## src/rtl/ready_sync_pkg.sv

```systemverilog
package ready_sync_pkg;

  // Strobes from the phase controller: each is high for the reference cycle
  // whose closing edge is the named processor-clock edge.
  typedef struct packed {
    logic riseStb;
    logic fallStb;
  } edgeStb_t;

endpackage

```

## src/rtl/ready_sync_ctrl.sv

```systemverilog
module ready_sync_ctrl
  import ready_sync_pkg::*;
#(
  parameter int DIV_RATIO   = 3,
  parameter int HIGH_PHASES = 1
) (
  input  logic     clk,
  input  logic     rstN,
  output logic     procClk,
  output edgeStb_t stb
);

  localparam int PH_W = (DIV_RATIO > 2) ? $clog2(DIV_RATIO) : 1;
  localparam logic [PH_W-1:0] LAST_PH = PH_W'(DIV_RATIO - 1);
  localparam logic [PH_W-1:0] FALL_PH = PH_W'(HIGH_PHASES - 1);
  localparam logic [PH_W-1:0] HIGH_LIM = PH_W'(HIGH_PHASES);

  logic [PH_W-1:0] phase;

  always_ff @(posedge clk or negedge rstN) begin
    if (!rstN)               phase <= '0;
    else if (phase == LAST_PH) phase <= '0;
    else                     phase <= phase + 1'b1;
  end

  assign procClk     = (phase < HIGH_LIM);
  assign stb.riseStb = (phase == LAST_PH);
  assign stb.fallStb = (phase == FALL_PH);

  assert_phase_range_R1: assert property (@(posedge clk) disable iff (!rstN)
    phase <= LAST_PH);

  assert_fall_timing_R1: assert property (@(posedge clk) disable iff (!rstN)
    $fell(procClk) |-> $past(stb.fallStb));

  assert_rise_timing_R1: assert property (@(posedge clk) disable iff (!rstN)
    $past(rstN) && $rose(procClk) |-> $past(stb.riseStb));

endmodule

```

## src/rtl/ready_sync_dp.sv

```systemverilog
module ready_sync_dp
  import ready_sync_pkg::*;
#(
  parameter int NUM_SRC = 2
) (
  input  logic               clk,
  input  logic               rstN,
  input  edgeStb_t           stb,
  input  logic [NUM_SRC-1:0] rdyReq,
  input  logic [NUM_SRC-1:0] enN,
  input  logic               oneStage,
  output logic               ready
);

  logic [NUM_SRC-1:0] qualVec;
  logic               anyReq;
  logic               riseCap;

  for (genvar s = 0; s < NUM_SRC; s++) begin : g_qual
    assign qualVec[s] = rdyReq[s] & ~enN[s];
  end

  assign anyReq = |qualVec;

  // First stage: capture at the processor-clock rising edge.
  always_ff @(posedge clk or negedge rstN) begin
    if (!rstN)            riseCap <= 1'b0;
    else if (stb.riseStb) riseCap <= anyReq;
  end

  // Output stage: only the falling edge updates ready. A missing request
  // always clears it. In two-stage mode the rising-edge capture also has to agree.
  always_ff @(posedge clk or negedge rstN) begin
    if (!rstN)            ready <= 1'b0;
    else if (stb.fallStb) ready <= anyReq & (oneStage | riseCap);
  end

  assert_ready_edge_R8: assert property (@(posedge clk) disable iff (!rstN)
    $past(rstN) && !$stable(ready) |-> $past(stb.fallStb));

  assert_drop_R6: assert property (@(posedge clk) disable iff (!rstN)
    $past(rstN) && $past(stb.fallStb) && !$past(anyReq) |-> !ready);

  assert_one_stage_R5: assert property (@(posedge clk) disable iff (!rstN)
    $past(rstN) && $past(stb.fallStb && oneStage && anyReq) |-> ready);

  assert_two_stage_R4: assert property (@(posedge clk) disable iff (!rstN)
    $past(rstN) && $rose(ready) && !$past(oneStage) |-> $past(riseCap));

  assert_two_stage_set_R4: assert property (@(posedge clk) disable iff (!rstN)
    $past(rstN) && $past(stb.fallStb && !oneStage && anyReq && riseCap) |-> ready);

endmodule

```

## src/rtl/ready_sync.sv

```systemverilog
module ready_sync
  import ready_sync_pkg::*;
#(
  parameter int NUM_SRC     = 2,
  parameter int DIV_RATIO   = 3,
  parameter int HIGH_PHASES = 1
) (
  input  logic               clk,
  input  logic               rstN,
  input  logic [NUM_SRC-1:0] rdyReq,
  input  logic [NUM_SRC-1:0] enN,
  input  logic               oneStage,
  output logic               procClk,
  output logic               ready
);

  edgeStb_t stb;

  ready_sync_ctrl #(
    .DIV_RATIO  (DIV_RATIO),
    .HIGH_PHASES(HIGH_PHASES)
  ) u_ctrl (
    .clk    (clk),
    .rstN   (rstN),
    .procClk(procClk),
    .stb    (stb)
  );

  ready_sync_dp #(
    .NUM_SRC(NUM_SRC)
  ) u_dp (
    .clk     (clk),
    .rstN    (rstN),
    .stb     (stb),
    .rdyReq  (rdyReq),
    .enN     (enN),
    .oneStage(oneStage),
    .ready   (ready)
  );

  assert_reset_R9: assert property (@(posedge clk)
    !rstN |-> !ready && procClk);

endmodule

```

## config.mk

```make
export PLATFORM = sky130hd
export DESIGN_NAME = ready_sync
export DESIGN_NICKNAME = d
export VERILOG_FILES = /design/src/rtl/ready_sync_pkg.sv /design/src/rtl/ready_sync_ctrl.sv /design/src/rtl/ready_sync_dp.sv /design/src/rtl/ready_sync.sv
export SDC_FILE = /design/constraint.sdc
export NUM_CORES = 1
export LEC_CHECK = 0
export CORE_AREA = 2 2 39 41
export DETAILED_ROUTE_END_ITERATION = 8
export DIE_AREA = 0 0 41 43
export GPL_ROUTABILITY_DRIVEN = 0
export SLEW_MARGIN = 10
export SYNTH_ARGS = -nofsm -noshare
export SYNTH_HDL_FRONTEND = slang
export SYNTH_SLANG_ARGS = --single-unit
```

## constraint.sdc

```tcl
create_clock -name clk -period 0.8 [get_ports clk]
set_input_delay 0.2 -clock clk [delete_from_list [all_inputs] [get_ports clk]]
set_output_delay 0.2 -clock clk [all_outputs]
set_load 0.03 [all_outputs]
```

==> results of run 1 <==
-- metal layers --
metal	track usage, %	part of all wire, %	wire length [um]	vias to the layer above
met3	4.712	6.7	27	2
met4	10.00	4.7	19	0
met1	5.195	33	131	75
li1	-	-	-	82
met5	0	0	0	-
met2	9.375	56	226	9
-- metrics by stage --
step           TNS [ns]  instances  cell area (um^2)  total power [mW]
6_report        -0.7804         47             360.3            0.5475
5_1_grt         -0.9544         47             360.3            0.5868
4_1_cts         -0.7859         46             345.3            0.5512
3_5_place_dp    -0.7567         40             277.8            0.2870
3_3_place_gp    -0.7289         40             277.8            0.2859
2_1_floorplan   -0.1261         15             175.2            0.2430
-- worst max-delay path by stage --
stage	endpoint	slack, ns	depth (start not counted)	from
2_1_floorplan	u_dp.ready	-0.09	3	u_ctrl.phase[0]
3_3_place_gp	u_dp.riseCap	-0.34	4	enN[0]
3_5_place_dp	u_dp.riseCap	-0.35	4	enN[0]
4_1_cts	procClk	-0.29	2	u_ctrl.phase[0]
5_1_grt	procClk	-0.32	2	u_ctrl.phase[0]
6_report	procClk	-0.28	2	u_ctrl.phase[0]
-- cells in the mapped netlist --
master and count:
nor2b_1 1, nand2_1 1, o21ai_1 1, o21ai_2 2, o21ai_0 1, a22oi_2 1
nor2_2 1, dfrtp_1 4, inv_1 2, nand2b_1 1
-- registers in the layout, summed over array words and instances, names as in the netlist --
| register | count |
|---|---|
| u_ctrl.phase | 2 |
| u_dp.ready | 1 |
| u_dp.riseCap | 1 |
-- kinds of logic after synthesis --
family | share of synthesized area [%]
DFF | 58.83
AOI/OAI and AO/OA | 23.52
buffers and inverters | 4.413
and+or+nand+nor | 13.24
-- power breakdown --
group	leakage (nW)	switching (mW)	total, mW	internal (mW)
Clock	0.0138	0.0806	0.248	0.168
Combinational	0.102	0.0317	0.0819	0.0501
Sequential	0.0484	0.00560	0.217	0.212
-- final cells by class --
class / instances / share of cell area (%)
clock buffer: 3 / 6.250
tap: 16 / 5.556
timing repair buffer: 13 / 34.38
multi-input combinational: 9 / 23.96
inverter: 2 / 2.083
sequential: 4 / 27.78
-- cell usage in the layout (no fill, tap or decap) --
cell type and instances:
buf_4 4, buf_6 3, nand2b_4 1, o21ai_4 1, dfrtp_1 4, a22oi_2 1
clkdlybuf4s50_1 6, o21ai_1 1, nand2_1 1, nor2_4 1, clkbuf_4 3, inv_1 2
nor2b_1 1, o21ai_2 2
-- what timing repair did --
| item | CTS | global route |
|---|---|---|
| setup buffers | 3 | 1 |
| setup endpoints to repair | 4 | 5 |
| pin swaps | 2 | 0 |
| gates resized for setup | 6 | 1 |
==> results.sh, run 1 <==
export IMPL_synth_nets=22
export IMPL_drive_gt1_share_pct=51.61
export IMPL_vias=168
export IMPL_cts_sinks=4
export IMPL_cp_data_required_time_ns=0.60
export IMPL_die_w_um=41
export IMPL_hp_class="in2async"
export IMPL_first_pass_iters=1
export IMPL_rsz0062_at_grt="true"
export IMPL_crit_slowest_cell="dfrtp_1"
export IMPL_clock_root_buffer="clkbuf_4"
export IMPL_num_fill_cells=155
export IMPL_nets=40
export IMPL_grtUsageTotal_pct=7.049
export IMPL_dp_slack_ns=-0.3526
export IMPL_worst_path_buf_inv=1
export IMPL_diodes=0
export IMPL_ant_nets=0
export IMPL_synth_area_um2=170.2
export IMPL_path_cells="nor2_4 > buf_6"
export IMPL_route_detailed_drc=0
export IMPL_yosys_warnings=0
export IMPL_finalHoldViolCount=0
export IMPL_die_y_um=43
export IMPL_r2r_start="u_ctrl.phase[1]"
export IMPL_die_area_um2=1763
export IMPL_drtIter0Drc=0
export IMPL_start_util_pct=12.30
export IMPL_antenna_found_initial=0
export IMPL_grt_pass1_wl_um=696
export IMPL_netlist_area_leader_share_pct=58.82
export IMPL_multi_input_area_um2=86.33
export IMPL_crit_family="flip-flops"
export IMPL_cellLeakagePower_nw=0.1639
export IMPL_cts_hold_fix_buffers=0
export IMPL_viasPerCell=3.574
export IMPL_worst_r2r_cell_count=4
export IMPL_grt_pass1_vias=192
export IMPL_rows=14
export IMPL_finalWirelength_um=403
export IMPL_setup_viol=5
export IMPL_htree_num_levels=1
export IMPL_critPathCaptureType="primary output"
export IMPL_skew_ns=0.001784
export IMPL_seq_area_frac_synth_pct=58.82
export IMPL_ys_top_cells_by_area="dfrtp_1, o21ai_2, a22oi_2, inv_1, nand2b_1"
export IMPL_clock_latency_ns=0.23
export IMPL_period_needed_ns=1.081
export IMPL_outcome="complete, but fails checks"
export IMPL_slew_viol_final=0
export IMPL_slew_headroom_pct=86.34
export IMPL_gr_total_overflow=0
export IMPL_core_area_um2=1384
export IMPL_ios=9
export IMPL_syn_avg_cell_area_um2=11.34
export IMPL_grt_max_degree=5
export IMPL_avgRoutedWirePerCell_um=8.574
export IMPL_synth_top_area_cell="dfrtp_1"
export IMPL_hpwl_um=267.9
export IMPL_whs_ns=0.1688
export IMPL_slowest_delay_ns=0.39
export IMPL_netlist_instances=15
export IMPL_violations="setup timing"
export IMPL_cp_arrival_ns=0.88
export IMPL_cts_buffer_depth=2
export IMPL_tritoncts="yes"
export IMPL_pwr_density_cell_nw_per_um2=1519
export IMPL_worstMarginPinSlew_ns=0.2049
export IMPL_ir_worst_vdd_mv=0.2635
export IMPL_critPathLaunchType="register"
export IMPL_synth_seq_cells=4
export IMPL_area_growth_pct=111.8
export IMPL_yosysUniqueCellTypes=10
export IMPL_port_buffers=8
export IMPL_cts_made_buffers=3
export IMPL_post_route_util_pct=26.04
export IMPL_drv_cap=0
export IMPL_worst_slack_ns=-0.2813
export IMPL_max_freq_ghz=0.9248
export IMPL_rr_endpoint="u_dp.ready"
export IMPL_period_share_pct=135.2
export IMPL_reg2reg_slack_ns=-0.18
export IMPL_regArea_um2=100.1
export IMPL_clkTransAtPathRegs_ns=0.04
export IMPL_critical_path_class="reg2out"
export IMPL_critPathMaxFanout=2
(Power assumes the default switching activity.)
==> inputs of run 2 (changes only) <==
GPL_TIMING_DRIVEN = 0   (was unset)
SYNTH_HIERARCHICAL = 1   (was unset)
==> results.sh, run 2 <==
export IMPL_critPathCaptureType="primary output"
export IMPL_period_share_pct=135.6
export IMPL_synth_compound_area_share_pct=16.91
export IMPL_clock_root_buffer="clkbuf_4"
export IMPL_final_common_cell="clkdlybuf4s50_1"
export IMPL_slowest_delay_ns=0.39
export IMPL_skew_ns=0.004307
export IMPL_stdcell_area_um2=347.8
export IMPL_intPower_mw=0.4219
export IMPL_seq_power_share_pct=40.2
export IMPL_synthTopCellsByCount="dfrtp_1, inv_1, nor2_1"
export IMPL_setup_viol=5
export IMPL_num_fill_cells=155
export IMPL_synth_flop_cell="dfrtp_1"
export IMPL_ant_nets=0
export IMPL_ir_worst_vdd_mv=0.5032
export IMPL_dp_slack_ns=-0.6164
export IMPL_async_flop_share_pct=100.0
export IMPL_die_area_um2=1763
export IMPL_tns_ns=-0.7869
export IMPL_route_detailed_drc=0
export IMPL_period_needed_ns=1.085
export IMPL_synth_area_um2=170.2
export IMPL_nets=40
export IMPL_antenna_found_initial=0
export IMPL_drv_cap=0
export IMPL_vias=154
export IMPL_first_pass_iters=2
export IMPL_clkTransAtPathRegs_ns=0.04
export IMPL_layout_common_cells="clkdlybuf4s50_1, buf_6, dfrtp_1"
export IMPL_ios=9
export IMPL_rows=14
export IMPL_sw_frac_of_total_pct=21.50
export IMPL_synthSimpleGateAreaFrac_pct=13.24
export IMPL_rsz0062_at_grt="true"
export IMPL_ys_top_cells_by_area="dfrtp_1, a22oi_2, inv_1, and2b_2, buf_4"
export IMPL_synth_xor_area_share_pct=0
export IMPL_comb_power_share_pct=12.6
export IMPL_avgRoutedWirePerCell_um=7.447
export IMPL_core_area_um2=1384
export IMPL_drive_gt1_share_pct=45.16
export IMPL_place_area_um2=281.5
export IMPL_hp_class="in2async"
export IMPL_critical_path_class="reg2out"
export IMPL_outcome="complete, but fails checks"
export IMPL_synth_top_family_by_area="compound AO/OA/AOI/OAI gates"
export IMPL_violations="setup timing"
export IMPL_slew_headroom_pct=87.62
export IMPL_path_cells="nor2_4 > buf_6"
export IMPL_slew_viol_final=0
export IMPL_crit_slowest_cell="dfrtp_1"
export IMPL_reg_top3="u_ctrl/phase x2, u_dp/ready x1, u_dp/riseCap x1"
export IMPL_cts_made_buffers=3
export IMPL_finalHoldViolCount=0
export IMPL_worstMarginPinSlew_ns=0.1852
export IMPL_max_freq_ghz=0.9216
export IMPL_synthMostInstantiatedCell="dfrtp_1"
export IMPL_grt_max_degree=5
export IMPL_gr_total_overflow=0
export IMPL_die_y_um=43
export IMPL_yosys_warnings=6
export IMPL_synth_edf_count=0
export IMPL_cts_sinks=4
export IMPL_cp_data_required_time_ns=0.60
export IMPL_finalWirelength_um=350
export IMPL_grt_pass1_vias=180
export IMPL_die_w_um=41
export IMPL_grt_pass1_wl_um=648
export IMPL_synth_top_area_cell="dfrtp_1"
export IMPL_synth_mux_area_share_pct=0
export IMPL_port_buffers=8
export IMPL_syn_avg_cell_area_um2=10.64
export IMPL_netlist_area_leader_share_pct=58.82
export IMPL_synth_seq_cells=4
export IMPL_hpwl_um=263.8
export IMPL_dp_cells=40
export IMPL_diodes=0
export IMPL_cellLeakagePower_nw=0.1521
export IMPL_worst_slack_ns=-0.2851
export IMPL_cp_arrival_ns=0.89
export IMPL_cts_buffer_depth=2
export IMPL_regMostFlops="u_ctrl/phase"
export IMPL_area_growth_pct=104.4
export IMPL_clkPwrFrac_pct=47.2
export IMPL_critPathLaunchType="register"
export IMPL_cts_hold_fix_buffers=0
export IMPL_pwr_density_cell_nw_per_um2=1545
export IMPL_yosysUniqueCellTypes=10
export IMPL_netlist_instances=16
export IMPL_seq_area_frac_synth_pct=58.82
export IMPL_synthAdderAreaFrac_pct=0
export IMPL_drtIter0Drc=3
export IMPL_tritoncts="yes"
export IMPL_viasPerCell=3.277
export IMPL_synth_nets=23
export IMPL_htree_num_levels=1
export IMPL_largest_reg_flops=2
export IMPL_fin_cells=47
export IMPL_critPathMaxFanout=2
export IMPL_start_util_pct=12.30
export IMPL_grtUsageTotal_pct=6.351
export IMPL_switchingPower_mw=0.1155
export IMPL_clock_latency_ns=0.24
[run 2: timing repair]
item                                    4_1_cts  5_1_grt
gates cloned                                  0        0
pin swaps                                     2        1
setup buffers                                 4        0
endpoints found under the setup margin        4        5
resized for setup                            17        0
[run 2: layout make-up]
class	count	area [um^2]	area share (%)
clock buffer	3	22.52	6.475
multi-input combinational	8	66.31	19.06
timing repair buffer	12	116.4	33.45
tap	16	20.02	5.755
sequential	4	100.1	28.78
inverter	3	11.26	3.237
buffer	1	11.26	3.237
[run 2: power groups by stage]
stage,sequential (mW),clock (mW),combinational (mW)
after detailed placement,0.218,0,0.0678
after CTS,0.216,0.264,0.0686
after global placement,0.218,0,0.0672
after floorplan,0.226,0,0.0153
after global routing,0.217,0.277,0.0742
final,0.216,0.254,0.0676
[run 2: metrics by stage]
| step | power [mW] | utilization, % | hold slack [ns] |
|---|---|---|---|
| after floorplan | 0.2417 | - | -0.09559 |
| after global placement | 0.2847 | 20.34 | 0.4205 |
| after detailed placement | 0.2858 | 20.34 | 0.4188 |
| after CTS | 0.5490 | 25.14 | 0.1666 |
| after global routing | 0.5676 | 25.14 | 0.1747 |
| final | 0.5374 | 25.14 | 0.1639 |
[run 2: worst paths after layout]
check	start	endpoint	slack (ns)	cells after the start
min in group clk	u_dp/riseCap	u_dp/riseCap	0.53	2
max	u_ctrl/phase[0]	procClk	-0.29	2
min	rstN	u_dp/ready	0.16	1
max reg2reg	u_ctrl/phase[0]	u_dp/ready	-0.22	6
max in group asynchronous	rstN	u_ctrl/phase[0]	0.47	1
min reg2reg	u_dp/riseCap	u_dp/riseCap	0.53	2
[run 2: routing by layer]
layer,GRT usage (%),up-vias,routed length [um]
met5,0,-,0
met4,8.000,0,19
met3,5.236,2,46
met2,7.813,6,158
met1,5.212,65,127
li1,-,81,-
[run 2: critical path: cells and delay by family (launching register included)]
| family | cells | cell delay (ns) |
|---|---|---|
| flops | 1 | 0.39 |
| buf+inv | 1 | 0.13 |
| simple gates | 1 | 0.13 |
[run 2: kinds of logic after synthesis]
group	Yosys count
AO/OA/AOI/OAI	4
buffers and inverters	4
flip-flops	4
AND/OR/NAND/NOR	4
